<file path="config.mk">
export PLATFORM = sky130hd
export DESIGN_NAME = rx_msdu_chain_asm
export DESIGN_NICKNAME = d
export VERILOG_FILES = /design/src/rtl/rxc_pkg.sv /design/src/rtl/rxc_word_decode.sv /design/src/rtl/rxc_chain_track.sv /design/src/rtl/rxc_out_slot.sv /design/src/rtl/rx_msdu_chain_asm.sv
export SDC_FILE = /design/constraint.sdc
export NUM_CORES = 1
export LEC_CHECK = 0
export BUFFER_PORTS_ARGS = -buffer_cell sky130_fd_sc_hd__buf_2
export CAP_MARGIN = 20
export CELL_PAD_IN_SITES_DETAIL_PLACEMENT = 2
export CELL_PAD_IN_SITES_GLOBAL_PLACEMENT = 2
export CORE_MARGIN = 2
export CORE_UTILIZATION = 34
export DETAILED_ROUTE_END_ITERATION = 8
export PLACE_DENSITY = 0.92
export SLEW_MARGIN = 10
export SYNTH_ARGS = -nofsm -noshare
export SYNTH_HDL_FRONTEND = slang
export SYNTH_HIERARCHICAL = 1
export SYNTH_SLANG_ARGS = --single-unit
</file>
<file path="constraint.sdc">
create_clock -name clk -period 2.9 [get_ports clk]
set_input_delay 0.29 -clock clk [delete_from_list [all_inputs] [get_ports clk]]
set_output_delay 0.29 -clock clk [all_outputs]
set_load 0.01 [all_outputs]
</file>
<file path="src/rtl/rxc_pkg.sv">
package rxc_pkg;
  localparam int WORD_W = 32;
  localparam int LEN_W  = 14;
  localparam int CHIP_W = 2;
  localparam int FMT_W  = 2;
  localparam int PAD_W  = 2;

  // bit positions inside the per-buffer word
  localparam int P_FIRST = 0;
  localparam int P_LAST  = 1;
  localparam int P_CONT  = 2;
  localparam int P_LEN   = 3;
  localparam int P_DROP  = 17;
  localparam int P_SA    = 18;
  localparam int P_DA    = 19;
  localparam int P_MCBC  = 20;
  localparam int P_PADM  = 21;
  localparam int P_L4BAD = 22;
  localparam int P_IPBAD = 23;
  localparam int P_FRDS  = 24;
  localparam int P_TODS  = 25;
  localparam int P_INTRA = 26;
  localparam int P_CHIP  = 27;
  localparam int P_FMT   = 29;
  localparam int P_LINK  = 31;

  typedef enum logic [1:0] {
    ERR_NONE      = 2'd0,
    ERR_CONT_LAST = 2'd1,
    ERR_SEQ       = 2'd2
  } rxc_err_e;

  typedef struct packed {
    logic              first;
    logic              last;
    logic              cont;
    logic [LEN_W-1:0]  len;
    logic              drop;
    logic              sa;
    logic              da;
    logic              mcbc;
    logic              padm;
    logic              l4bad;
    logic              ipbad;
    logic              frds;
    logic              tods;
    logic              intra;
    logic [CHIP_W-1:0] chip;
    logic [FMT_W-1:0]  fmt;
    logic              link;
  } rxc_word_t;

  typedef struct packed {
    logic [LEN_W-1:0]  len;
    logic [FMT_W-1:0]  fmt;
    logic [CHIP_W-1:0] chip;
    logic              link;
    logic              intra;
    logic              frds;
    logic              tods;
    logic              sa;
    logic              da;
    logic              mcast;
    logic [PAD_W-1:0]  pad;
    logic              l4bad;
    logic              ipbad;
    logic              single;
    logic              first;
    logic              last;
  } rxc_rec_t;
endpackage

</file>
<file path="src/rtl/rxc_word_decode.sv">
module rxc_word_decode
  import rxc_pkg::*;
(
  input  logic [WORD_W-1:0] word,
  output rxc_word_t         fld
);
  always_comb begin
    fld.first = word[P_FIRST];
    fld.last  = word[P_LAST];
    fld.cont  = word[P_CONT];
    fld.len   = word[P_LEN +: LEN_W];
    fld.drop  = word[P_DROP];
    fld.sa    = word[P_SA];
    fld.da    = word[P_DA];
    fld.mcbc  = word[P_MCBC];
    fld.padm  = word[P_PADM];
    fld.l4bad = word[P_L4BAD];
    fld.ipbad = word[P_IPBAD];
    fld.frds  = word[P_FRDS];
    fld.tods  = word[P_TODS];
    fld.intra = word[P_INTRA];
    fld.chip  = word[P_CHIP +: CHIP_W];
    fld.fmt   = word[P_FMT +: FMT_W];
    fld.link  = word[P_LINK];
  end
endmodule

</file>
<file path="src/rtl/rxc_chain_track.sv">
module rxc_chain_track
  import rxc_pkg::*;
(
  input  logic      clk,
  input  logic      rst,
  input  logic      acc,
  input  rxc_word_t fld,
  output logic      rec_load,
  output rxc_rec_t  rec_d,
  output logic      err_valid,
  output rxc_err_e  err_code
);
  logic             in_msdu;
  logic             mpdu_open;
  logic [LEN_W-1:0] cap_len;
  logic             illegal;
  logic             closing;
  logic             seq_bad;

  always_comb begin
    illegal = fld.cont & fld.last;
    closing = ~fld.cont;
    seq_bad = closing & (fld.first == mpdu_open);
    rec_load = acc & closing & ~fld.drop;
  end

  // record assembled from the closing word plus the latched length
  always_comb begin
    rec_d.len    = in_msdu ? cap_len : fld.len;
    rec_d.fmt    = fld.fmt;
    rec_d.chip   = fld.intra ? fld.chip : '0;
    rec_d.link   = fld.intra & fld.link;
    rec_d.intra  = fld.intra;
    rec_d.frds   = fld.frds;
    rec_d.tods   = fld.tods;
    rec_d.sa     = fld.sa;
    rec_d.da     = fld.da;
    rec_d.mcast  = fld.da & fld.mcbc;
    rec_d.pad    = {fld.padm, 1'b0};
    rec_d.l4bad  = fld.l4bad;
    rec_d.ipbad  = fld.ipbad;
    rec_d.single = fld.first & fld.last;
    rec_d.first  = fld.first;
    rec_d.last   = fld.last;
  end

  always_ff @(posedge clk) begin
    if (rst) begin
      in_msdu   <= 1'b0;
      mpdu_open <= 1'b0;
      cap_len   <= '0;
      err_valid <= 1'b0;
      err_code  <= ERR_NONE;
    end else begin
      err_valid <= 1'b0;
      err_code  <= ERR_NONE;
      if (acc) begin
        if (illegal) begin
          in_msdu   <= 1'b0;
          err_valid <= 1'b1;
          err_code  <= ERR_CONT_LAST;
        end else if (fld.cont) begin
          if (!in_msdu) cap_len <= fld.len;
          in_msdu <= 1'b1;
        end else begin
          in_msdu   <= 1'b0;
          mpdu_open <= ~fld.last;
          if (seq_bad) begin
            err_valid <= 1'b1;
            err_code  <= ERR_SEQ;
          end
        end
      end
    end
  end

  AST_ILLEGAL_FLAGGED: assert property (@(posedge clk) disable iff (rst)
    acc && fld.cont && fld.last |=> err_valid && err_code == ERR_CONT_LAST);
  AST_SEQ_REOPEN: assert property (@(posedge clk) disable iff (rst)
    acc && !fld.cont && fld.first && mpdu_open |=> err_valid && err_code == ERR_SEQ);
  AST_SEQ_ORPHAN: assert property (@(posedge clk) disable iff (rst)
    acc && !fld.cont && !fld.first && !mpdu_open |=> err_valid && err_code == ERR_SEQ);
  AST_OPEN_AFTER_CLOSE: assert property (@(posedge clk) disable iff (rst)
    acc && !fld.cont && !fld.last |=> mpdu_open);
endmodule

</file>
<file path="src/rtl/rxc_out_slot.sv">
module rxc_out_slot
  import rxc_pkg::*;
(
  input  logic     clk,
  input  logic     rst,
  input  logic     load,
  input  rxc_rec_t rec_d,
  input  logic     out_ready,
  output logic     out_valid,
  output rxc_rec_t rec_q
);
  always_ff @(posedge clk) begin
    if (rst) begin
      out_valid <= 1'b0;
      rec_q     <= '0;
    end else if (load) begin
      out_valid <= 1'b1;
      rec_q     <= rec_d;
    end else if (out_ready) begin
      out_valid <= 1'b0;
    end
  end

  AST_HOLD_STABLE: assert property (@(posedge clk) disable iff (rst)
    out_valid && !out_ready |=> out_valid && $stable(rec_q));
endmodule

</file>
<file path="src/rtl/rx_msdu_chain_asm.sv">
module rx_msdu_chain_asm
  import rxc_pkg::*;
(
  input  logic              clk,
  input  logic              rst,
  input  logic              in_valid,
  output logic              in_ready,
  input  logic [WORD_W-1:0] in_word,
  output logic              out_valid,
  input  logic              out_ready,
  output logic [LEN_W-1:0]  out_len,
  output logic [FMT_W-1:0]  out_fmt,
  output logic [CHIP_W-1:0] out_chip,
  output logic              out_link,
  output logic              out_intra,
  output logic              out_fr_ds,
  output logic              out_to_ds,
  output logic              out_sa_ok,
  output logic              out_da_ok,
  output logic              out_mcast,
  output logic [PAD_W-1:0]  out_pad,
  output logic              out_l4_bad,
  output logic              out_ip_bad,
  output logic              out_single,
  output logic              out_mpdu_first,
  output logic              out_mpdu_last,
  output logic              err_valid,
  output logic [1:0]        err_code
);
  rxc_word_t fld;
  rxc_rec_t  rec_d;
  rxc_rec_t  rec_q;
  rxc_err_e  err_e;
  logic      acc;
  logic      rec_load;

  assign in_ready = ~out_valid | out_ready;
  assign acc      = in_valid & in_ready;

  rxc_word_decode u_dec (
    .word (in_word),
    .fld  (fld)
  );

  rxc_chain_track u_trk (
    .clk       (clk),
    .rst       (rst),
    .acc       (acc),
    .fld       (fld),
    .rec_load  (rec_load),
    .rec_d     (rec_d),
    .err_valid (err_valid),
    .err_code  (err_e)
  );

  rxc_out_slot u_slot (
    .clk       (clk),
    .rst       (rst),
    .load      (rec_load),
    .rec_d     (rec_d),
    .out_ready (out_ready),
    .out_valid (out_valid),
    .rec_q     (rec_q)
  );

  assign err_code       = err_e;
  assign out_len        = rec_q.len;
  assign out_fmt        = rec_q.fmt;
  assign out_chip       = rec_q.chip;
  assign out_link       = rec_q.link;
  assign out_intra      = rec_q.intra;
  assign out_fr_ds      = rec_q.frds;
  assign out_to_ds      = rec_q.tods;
  assign out_sa_ok      = rec_q.sa;
  assign out_da_ok      = rec_q.da;
  assign out_mcast      = rec_q.mcast;
  assign out_pad        = rec_q.pad;
  assign out_l4_bad     = rec_q.l4bad;
  assign out_ip_bad     = rec_q.ipbad;
  assign out_single     = rec_q.single;
  assign out_mpdu_first = rec_q.first;
  assign out_mpdu_last  = rec_q.last;

  AST_DROP_SILENT: assert property (@(posedge clk) disable iff (rst)
    acc && !in_word[P_CONT] && in_word[P_DROP] |=> !out_valid);
  AST_MCAST_NEEDS_DA: assert property (@(posedge clk) disable iff (rst)
    out_valid && out_mcast |-> out_da_ok);
  AST_ROUTE_ZERO: assert property (@(posedge clk) disable iff (rst)
    out_valid && !out_intra |-> out_chip == '0 && !out_link);
  AST_SINGLE_FLAGS: assert property (@(posedge clk) disable iff (rst)
    out_valid && out_single |-> out_mpdu_first && out_mpdu_last);
  AST_RESET_IDLE: assert property (@(posedge clk)
    rst |=> !out_valid && !err_valid);
endmodule

</file>
== Yosys cells after proc, flatten, opt, wreduce, memory -nomap -nowiden ==
Index checks and enable logic that the tools add are counted.

* Register bits: 51
* Bits in latches: 0
* RAM bits: 0
* Memory bits (read-only): 0
* Input port bits: 36
* Output and inout port bits: 37
* Word-level logic and storage cells: 56
* Memories kept: 0

* Add/subtract/negate cells: 0
* $mul: 0
* Divide/modulo/power cells: 0
* Magnitude comparators: 0
* Equality and inequality tests: 1
* Shift-type cells: 0
* Muxes and demuxes: 12
* Bitwise logic cells: 15
* Reduce and logical (&&, ||, !) cells: 5

{| class="wikitable"
|+ Operators by type and width
! cell !! number
|-
| two-way mux 14 bit || 1
|-
| two-way mux 1 bit || 9
|-
| AND 1 bit || 8
|-
| inverter 1 bit || 6
|-
| AND reduction 3 bit || 2
|-
| two-way mux 2 bit || 2
|-
| OR reduction 4 bit || 1
|-
| nonzero test 2 bit || 1
|-
| OR reduction 2 bit || 1
|-
| equality test 1 bit || 1
|-
| bitwise OR 1 bit || 1
|}

== Logic depth before layout (Yosys ltp) ==
Gate-level depths: netlist (run 1).

* Word-level depth: 6
* Gate-level depth with buffers: 8
* Mapped depth without buffers: 6

== Cells and area by module ==
Netlist (run 1), hierarchy kept.

{| class="wikitable"
|+ By module, submodules not included
! module !! times used !! cells an instance !! area an instance (um^2) !! sequential area each (um^2)
|-
| rxc_out_slot || 1 || 108 || 1,204.9 || 660.6
|-
| rxc_chain_track || 1 || 115 || 1,122.3 || 380.4
|-
| rxc_word_decode || 1 || 32 || 240.2 || 0.0
|-
| rx_msdu_chain_asm || 1 || 2 || 22.5 || 0.0
|}

== Worst setup path before layout (run 1) ==
No wires, ideal clock.

* Path kind: register to register
* Start: register u_slot.out_valid
* End: register u_slot/rec_q[18] (netlist name)
* Setup time: 0.128 ns
* Arrival: 1.296 ns
* Setup slack: 1.476 ns
* Cell stages (with the launch flop): 9
* Buffers on the path: 2
* Clock period less this slack: 1.424 ns
* Path through: dfxtp_1 -> nand2b_4 -> and2_4 -> nand2b_1 -> nor2_1 -> buf_6 -> buf_12 -> mux2i_1 -> nor2_1

* Word-level cells in the longest chain between the ends: 5

{| class="wikitable"
|+ Ends and longest elaborated chain
! item !! RTL line !! RTL
|-
| start, declared || rxc_out_slot.sv:9 || <nowiki>output logic out_valid,</nowiki>
|-
| start signal, assigned || rxc_out_slot.sv:14 || <nowiki>out_valid <= 1'b0;</nowiki>
|-
| start signal, assigned || rxc_out_slot.sv:17 || <nowiki>out_valid <= 1'b1;</nowiki>
|-
| start signal, assigned || rxc_out_slot.sv:20 || <nowiki>out_valid <= 1'b0;</nowiki>
|-
| inverter 1 bit || rx_msdu_chain_asm.sv:37 || <nowiki>assign in_ready = ~out_valid | out_ready;</nowiki>
|-
| bitwise OR 1 bit || rx_msdu_chain_asm.sv:37 ||
|-
| named net in_ready || rx_msdu_chain_asm.sv:7 || <nowiki>output logic in_ready,</nowiki>
|-
| AND 1 bit || rx_msdu_chain_asm.sv:38 || <nowiki>assign acc = in_valid & in_ready;</nowiki>
|-
| named net acc || rx_msdu_chain_asm.sv:34 || <nowiki>logic acc;</nowiki>
|-
| AND 1 bit (2 in a row) || rxc_chain_track.sv:24 || <nowiki>rec_load = acc & closing & ~fld.drop;</nowiki>
|-
| named net rec_load || rx_msdu_chain_asm.sv:35 || <nowiki>logic rec_load;</nowiki>
|}

The timed path passes the listed nets, and every way through them passes these cells.
A chain may end at the register's enable or synchronous reset.

==> summary.md, run 1 <==
| Metric | Value |
|---|---|
| Hold endpoint | u_slot/rec_q[6]$_SDFFE_PP0P_ |
| Starting Density | 35.33% |
| Crit Path Category | reg -> reg |
| Root buffer cell | clkbuf_8 |
| Synth top area cells | dfxtp_1 (40%), mux2i_1 (18%), buf_4 (13%) |
| Sequential power share | 56.4% |
| Share of the synthesized area in the top cell type | 40.19% |
| Skew final | 6.553 ps |
| Syn nets | 293 |
| Most used cell, CP | mux2i_1 |
| Crit-path max FO | 15 |
| Pleak | around 1.2 nW |
| Max frequency | 0.5977 GHz |
| Worst path slowest cell | dfxtp_1 |
| VDD IR-drop max | ~0.19 mV |
| Worst slack at placement | 1176 ps |
| Number of global-route vias before repair | around 1.8k |
| Worst Max-Slew Pin Slew | approximately 900 ps |
| Yosys cell types | 26 |
| R2R Path Start | u_trk/in_msdu$_SDFFE_PP0P_ |
| Cells after DPL | approximately 370 |
| Largest net degree at the start of global routing | 52 |
| CTS max path bufs | 2 |
| Utilization after layout | 36.99% |
| Ys Warns | 6 |
| Type of the worst min-delay path | in -> reg |
| RSZ-0062 raised after global routing | no |
| Final ANT Viol Nets | 0 |
| CTS Buf Count | 5 |
| First-pass GRT wire length | 8.797 mm |
| R2r endpoint | u_slot/rec_q[21]$_SDFFE_PP0P_ |
| Rows | 31 |
| Worst Setup Start Kind | flip-flop |
| Status | finished clean |
| Final hold slack | between 200 and 250 ps |
| Crit path DAT | between 1500 and 2000 ps |
| Initial antenna violation count | 0 |
| Register area share after synthesis | roughly 40% |
| Hold Crit Start | in_word[21] |
| Logic pwr share | 11.9% |
| Drt via density | between 4 and 5 |
| Area leader, netlist | dfxtp_1 |
| Finished Layout Cells | 379 |
| Total iterations of the first detailed-routing run | 4 |
| Mapped Area | 2590 um^2 |
| Initial DRC count | 44 |
| Seq cells post-synth | between 50 and 60 |
| CP Cell Sequence | mux2i_1 -> inv_1 -> mux2i_1 -> nor2_1 |
| Hold depth | 3 |
| Maxcap violations | 0 |
| R2R setup slack | around 1200 ps |
| Max transition margin | about 40% |
| Crit path largest cell delay | 920 ps |
| Routed WL | slightly above 5 mm |
| Fin. Hold Viols | 0 |
| Reg clk slew, reported paths | around 100 ps |
| Routed vias | roughly 1.7k |
| Setup TNS | 0 ps |
| Syn Area/Cell | 10.08 um^2 |
| Period Utilization, post-route | between 50% and 60% |
| Power per cell area | a little under 500 nW/um^2 |
| Clock latency at the later pin of the worst-skew pair | ~300 ps |
| H-tree depth | 2 |
| Fin. max-slew vios | 0 |
| Post-route minimum period | between 1500 and 2000 ps |
| Clk pwr share | 31.7% |
| TritonCTS clock tree | yes |
| Die H | 91.28 um |
| Post-cts resize count | 0 |
| # hold bufs at CTS | 0 |
| Post-CTS setup repair buffer count | 0 |
| # diodes | 0 |
| Die width | 91.28 um |
| Total track usage | between 10% and 20% |
| Worst setup slack after layout | 1227 ps |
| Routability congestion estimate | between 0.6 and 0.7 |
| CP required | ~3000 ps |
| Final setup fails | 0 |
| Post-synth top flop | dfxtp_1 |
| Sw Ratio | about a quarter |
| P&R area growth vs syn | 4.686% |
| R2R cell count | 4 |
| Core area | around 7300 um^2 |
| DP HPWL | around 3.8 mm |
| DR WL/cell | about 14 um |
| GR Overflow Total | 0 |
| Post-synth EDFFs | 0 |
| Clock sink count | between 50 and 60 |
| Num ports | 73 |
| Die area | ~8300 um^2 |
| DRC errors left | 0 |
| Layout cells sized above 1 | about a third |
| Ys async rst share | 0% |
| Port Buffer Count | 72 |
| Nets@finish | approximately 320 |
| CP Capture Type | flip-flop |
| Sw Pwr | 0.0003296 W |
| Pint | ~0.001 W |
| Synth Instances | about 260 |
## metrics by stage
step                instance area, um^2  total power (W)
floorplan                          2590        0.0009247
global placement                   2621        0.0009263
detailed placement                 2621        0.0009360
CTS                                2711         0.001373
global route                       2711         0.001424
finish                             2711         0.001339
## cell usage after synthesis (2+ instances only)
| cell | number |
|---|---|
| buf_6 | 4 |
| buf_12 | 3 |
| buf_2 | 5 |
| buf_4 | 46 |
| nor2_1 | 34 |
| o32ai_2 | 10 |
| dfxtp_1 | 52 |
| nand2b_1 | 2 |
| and3b_1 | 2 |
| inv_1 | 30 |
| and2_1 | 5 |
| o32ai_1 | 4 |
| mux2i_1 | 46 |
| clkbuf_1 | 2 |
## sequential cells by signal (all words and copies together) (netlist names)
name and count:
u_slot/rec_q 32, u_trk/cap_len 14, u_trk/err_code 2, u_slot/out_valid 1
u_trk/err_valid 1, u_trk/in_msdu 1, u_trk/mpdu_open 1
## cell usage in the layout (no fill, tap or decap), drive strengths merged
cell     netlist  layout
buf           58      75
dfxtp         52      52
mux2i         46      46
nor2          34      34
inv           30      30
o32ai         14      14
clkbuf         2       8
and2           6       6
nand2b         3       3
and3b          2       2
a21oi          1       1
nor2b          1       1
o21ba          1       1
a211oi         1       1
nand4bb        1       1
xor2           1       1
or3b           1       1
and4b          1       1
o21bai         1       1
conb           1       1
## power by group through the flow
stage	logic (W)	registers, W	clock network [W]
floorplan	0.000151	0.000774	0
global placement	0.000157	0.000770	0
detailed placement	0.000164	0.000772	0
CTS	0.000164	0.000755	0.000453
global route	0.000179	0.000759	0.000485
finish	0.000160	0.000755	0.000425
## worst max-delay path by stage
stage,from,to
floorplan,u_slot/out_valid$_SDFFE_PP0P_,u_slot/rec_q[18]$_SDFFE_PP0P_
CTS,u_trk/in_msdu$_SDFFE_PP0P_,u_slot/rec_q[29]$_SDFFE_PP0P_
global route,u_trk/in_msdu$_SDFFE_PP0P_,u_slot/rec_q[21]$_SDFFE_PP0P_
global placement,out_ready,u_trk/in_msdu$_SDFFE_PP0P_
finish,u_trk/in_msdu$_SDFFE_PP0P_,u_slot/rec_q[21]$_SDFFE_PP0P_
detailed placement,out_ready,u_trk/in_msdu$_SDFFE_PP0P_
## layout make-up
class	instances	area, um^2
clock buffers	8	90.09
fillers	809	4619
inverters	30	112.6
multi-input cells	115	960.9
flip-flops and latches	52	1041
well taps	99	123.9
repair buffers	75	382.9
## critical path, delay by kind of cell (launching register included)
kind | cells | cell delay, ps
flip-flops | 1 | 920
buffers and inverters | 1 | 70
AND/OR/NAND/NOR | 1 | 50
multiplexers | 2 | 500
## per-layer routing
metal / vias to the layer above / track usage (%) / wire, um
met5: - / 0 / 0
met4: 0 / 3.409 / 34
met3: 2 / 2.573 / 197
met2: 41 / 23.83 / 2772
met1: 837 / 15.41 / 2195
li1: 827 / - / -
## cells by family after synthesis
kind of cell | share of synthesized area [%]
multiplexers | 17.78
AND/OR/NAND/NOR | 9.759
flip-flops | 40.19
AO/OA/AOI/OAI | 8.792
XOR/XNOR | 0.3382
buffers and inverters | 23.00
other | 0.1448
Note: power is estimated with default switching activity, not from simulation.
==> inputs of run 2 (changes only) <==
--- a/config.mk
+++ b/config.mk
@@ -10,9 +10,9 @@
 export CELL_PAD_IN_SITES_DETAIL_PLACEMENT = 2
 export CELL_PAD_IN_SITES_GLOBAL_PLACEMENT = 2
 export CORE_MARGIN = 2
-export CORE_UTILIZATION = 34
+export CORE_UTILIZATION = 31
 export DETAILED_ROUTE_END_ITERATION = 8
-export PLACE_DENSITY = 0.92
+export PLACE_DENSITY = 0.86
 export SLEW_MARGIN = 10
 export SYNTH_ARGS = -nofsm -noshare
 export SYNTH_HDL_FRONTEND = slang
==> constraint.sdc (replaced) <==
create_clock -name clk -period 1.59 [get_ports clk]
set_input_delay 0.159 -clock clk [delete_from_list [all_inputs] [get_ports clk]]
set_output_delay 0.159 -clock clk [all_outputs]
set_load 0.01 [all_outputs]
==> summary.md, run 2 (synthesis gave the netlist of run 1 again) <==
| Metric | Value |
|---|---|
| Pint | approximately 0.0018 W |
| Pwr Total | approximately 0.0025 W |
| Routed WL | 6.067 mm |
| Initial DRC count | 25 |
| Die width | roughly 95 um |
| Sequential power share | a little over half |
| VDD IR-drop max | 0.4179 mV |
| H-tree depth | 2 |
| Post-route minimum period | 1485 ps |
| P&R area growth vs syn | 11.50% |
| Setup TNS | 0 ps |
| Sw Ratio | between 20% and 30% |
| Most common cell after layout, fill and taps aside | buf_2 |
| Clock sink count | 52 |
| GR Overflow Total | 0 |
| Top Registers | u_slot/rec_q (32), u_trk/cap_len (14), u_trk/err_code (2) |
| Worst setup slack after layout | around 100 ps |
| Skew final | 12.41 ps |
| Pleak | between 1 and 1.5 nW |
| Max frequency | approximately 0.67 GHz |
| DP HPWL | between 4 and 5 mm |
| Power per cell area | 875.8 nW/um^2 |
| Max reg flops | 32 |
| Starting Density | around a third |
| Final setup fails | 0 |
| Hold depth | 3 |
| Final hold slack | about 82 ps |
| Number of global-route vias before repair | around 1.9k |
| Rows | 33 |
| Reg clk slew, reported paths | ~100 ps |
| Commonest non-fill, non-tap cells in the layout | buf_2 (72), dfxtp_1 (51), mux2i_1 (45), nor2_1 (33), inv_1 (30) |
| Crit path DAT | approximately 1700 ps |
| Total iterations of the first detailed-routing run | 4 |
| Status | finished clean |
| RSZ-0062 raised after global routing | no |
| Routed vias | about 1.7k |
| Most flop-heavy register | u_slot/rec_q |
| Initial antenna violation count | 0 |
| CTS max path bufs | 2 |
| Fin. max-slew vios | 0 |
| Type of the worst min-delay path | in -> reg |
| Drt via density | 4.429 |
| R2R cell count | 8 |
| Worst Setup Start Kind | flip-flop |
| Die area | 9102 um^2 |
| Clk pwr share | 32.3% |
| Layout cells sized above 1 | 38.06% |
| Fin. Hold Viols | 0 |
| Routability congestion estimate | around 0.66 |
| Period Utilization, post-route | 93.40% |
| # diodes | 0 |
| CTS Buf Count | 5 |
| Logic pwr share | 13.5% |
| DR WL/cell | between 15 and 20 um |
| Die H | around 95 um |
| # hold bufs at CTS | 0 |
| CP required | 1800 ps |
| Total track usage | 12.97% |
| Clock latency at the later pin of the worst-skew pair | between 300 and 400 ps |
| Crit Path Category | reg -> reg |
| Root buffer cell | clkbuf_8 |
| DRC errors left | 0 |
| TritonCTS clock tree | yes |
| CP Capture Type | flip-flop |
| Num ports | 73 |
| Final ANT Viol Nets | 0 |
| Utilization after layout | a little over a third |
| Maxcap violations | 0 |
| Crit-path max FO | 8 |
| First-pass GRT wire length | about 9.0 mm |
| Core area | just over 8000 um^2 |
| Largest net degree at the start of global routing | 28 |
| Nets@finish | between 300 and 400 |
| Worst slack at placement | 108.4 ps |
| Sw Pwr | 0.0006889 W |
| Port Buffer Count | just over 70 |
## run 2: cell count changes in the layout (fill, tap and decap cells not counted), moves of 2 or more
cell	delta
buf_4	+2
buf_12	+3
clkbuf_1	-2
inv_6	+2
clkbuf_16	+2
## run 2: what timing repair did
action / in CTS / in global routing
buffers inserted: 0 / 1
setup endpoints to repair: 0 / 1
hold endpoints to repair: 0 / 0
resized for setup: 0 / 5
## run 2: worst paths after layout
path | start | slack (ps) | end
setup reg to reg | u_slot/out_valid$_SDFFE_PP0P_ | 100 | u_slot/rec_q[24]$_SDFFE_PP0P_
setup / recovery | u_slot/out_valid$_SDFFE_PP0P_ | 100 | u_slot/rec_q[24]$_SDFFE_PP0P_
hold / removal | in_word[29] | 80 | u_slot/rec_q[16]$_SDFFE_PP0P_
hold reg to reg | u_trk/cap_len[8]$_SDFFE_PP0P_ | 490 | u_trk/cap_len[8]$_SDFFE_PP0P_
## run 2: critical path, cell delays in order (launching register included)
cell and delay, ps:
dfxtp_2 350, nand2b_4 70, and2_4 190, nand2b_4 70, nor2_4 130, buf_12 140, buf_8 150, mux2i_2 230
nor2_1 60
## run 2: metal layers
metal	track usage [%]	vias to the layer above	part of all wire, %
met2	25.00	42	54
met1	14.38	855	41
met4	4.286	0	0.91
met5	0	-	0
met3	1.976	4	3.8
li1	-	844	-
## run 2: final cells by class
type	instances	area (um^2)
Timing Repair Buffer	84	534.3
Inverter	30	112.6
Clock inverter	3	26.28
Multi-Input combinational cell	115	972.2
Tap cell	105	131.4
Sequential cell	52	1042
Fill cell	954	5288
Clock buffer	5	68.82
## run 2: power by group through the flow
stage	Combinational (W)	Sequential (W)	Clock, W
2_1_floorplan	0.000275	0.00141	0
3_3_place_gp	0.000310	0.00140	0
3_5_place_dp	0.000322	0.00140	0
4_1_cts	0.000323	0.00137	0.000872
5_1_grt	0.000379	0.00138	0.000919
6_report	0.000342	0.00137	0.000816
## run 2: through the flow
stage / cells / area (um^2)
floorplan: 257 / 2590
global placement: 382 / 2691
detailed placement: 382 / 2691
CTS: 390 / 2786
global route: 394 / 2888
finish: 394 / 2888
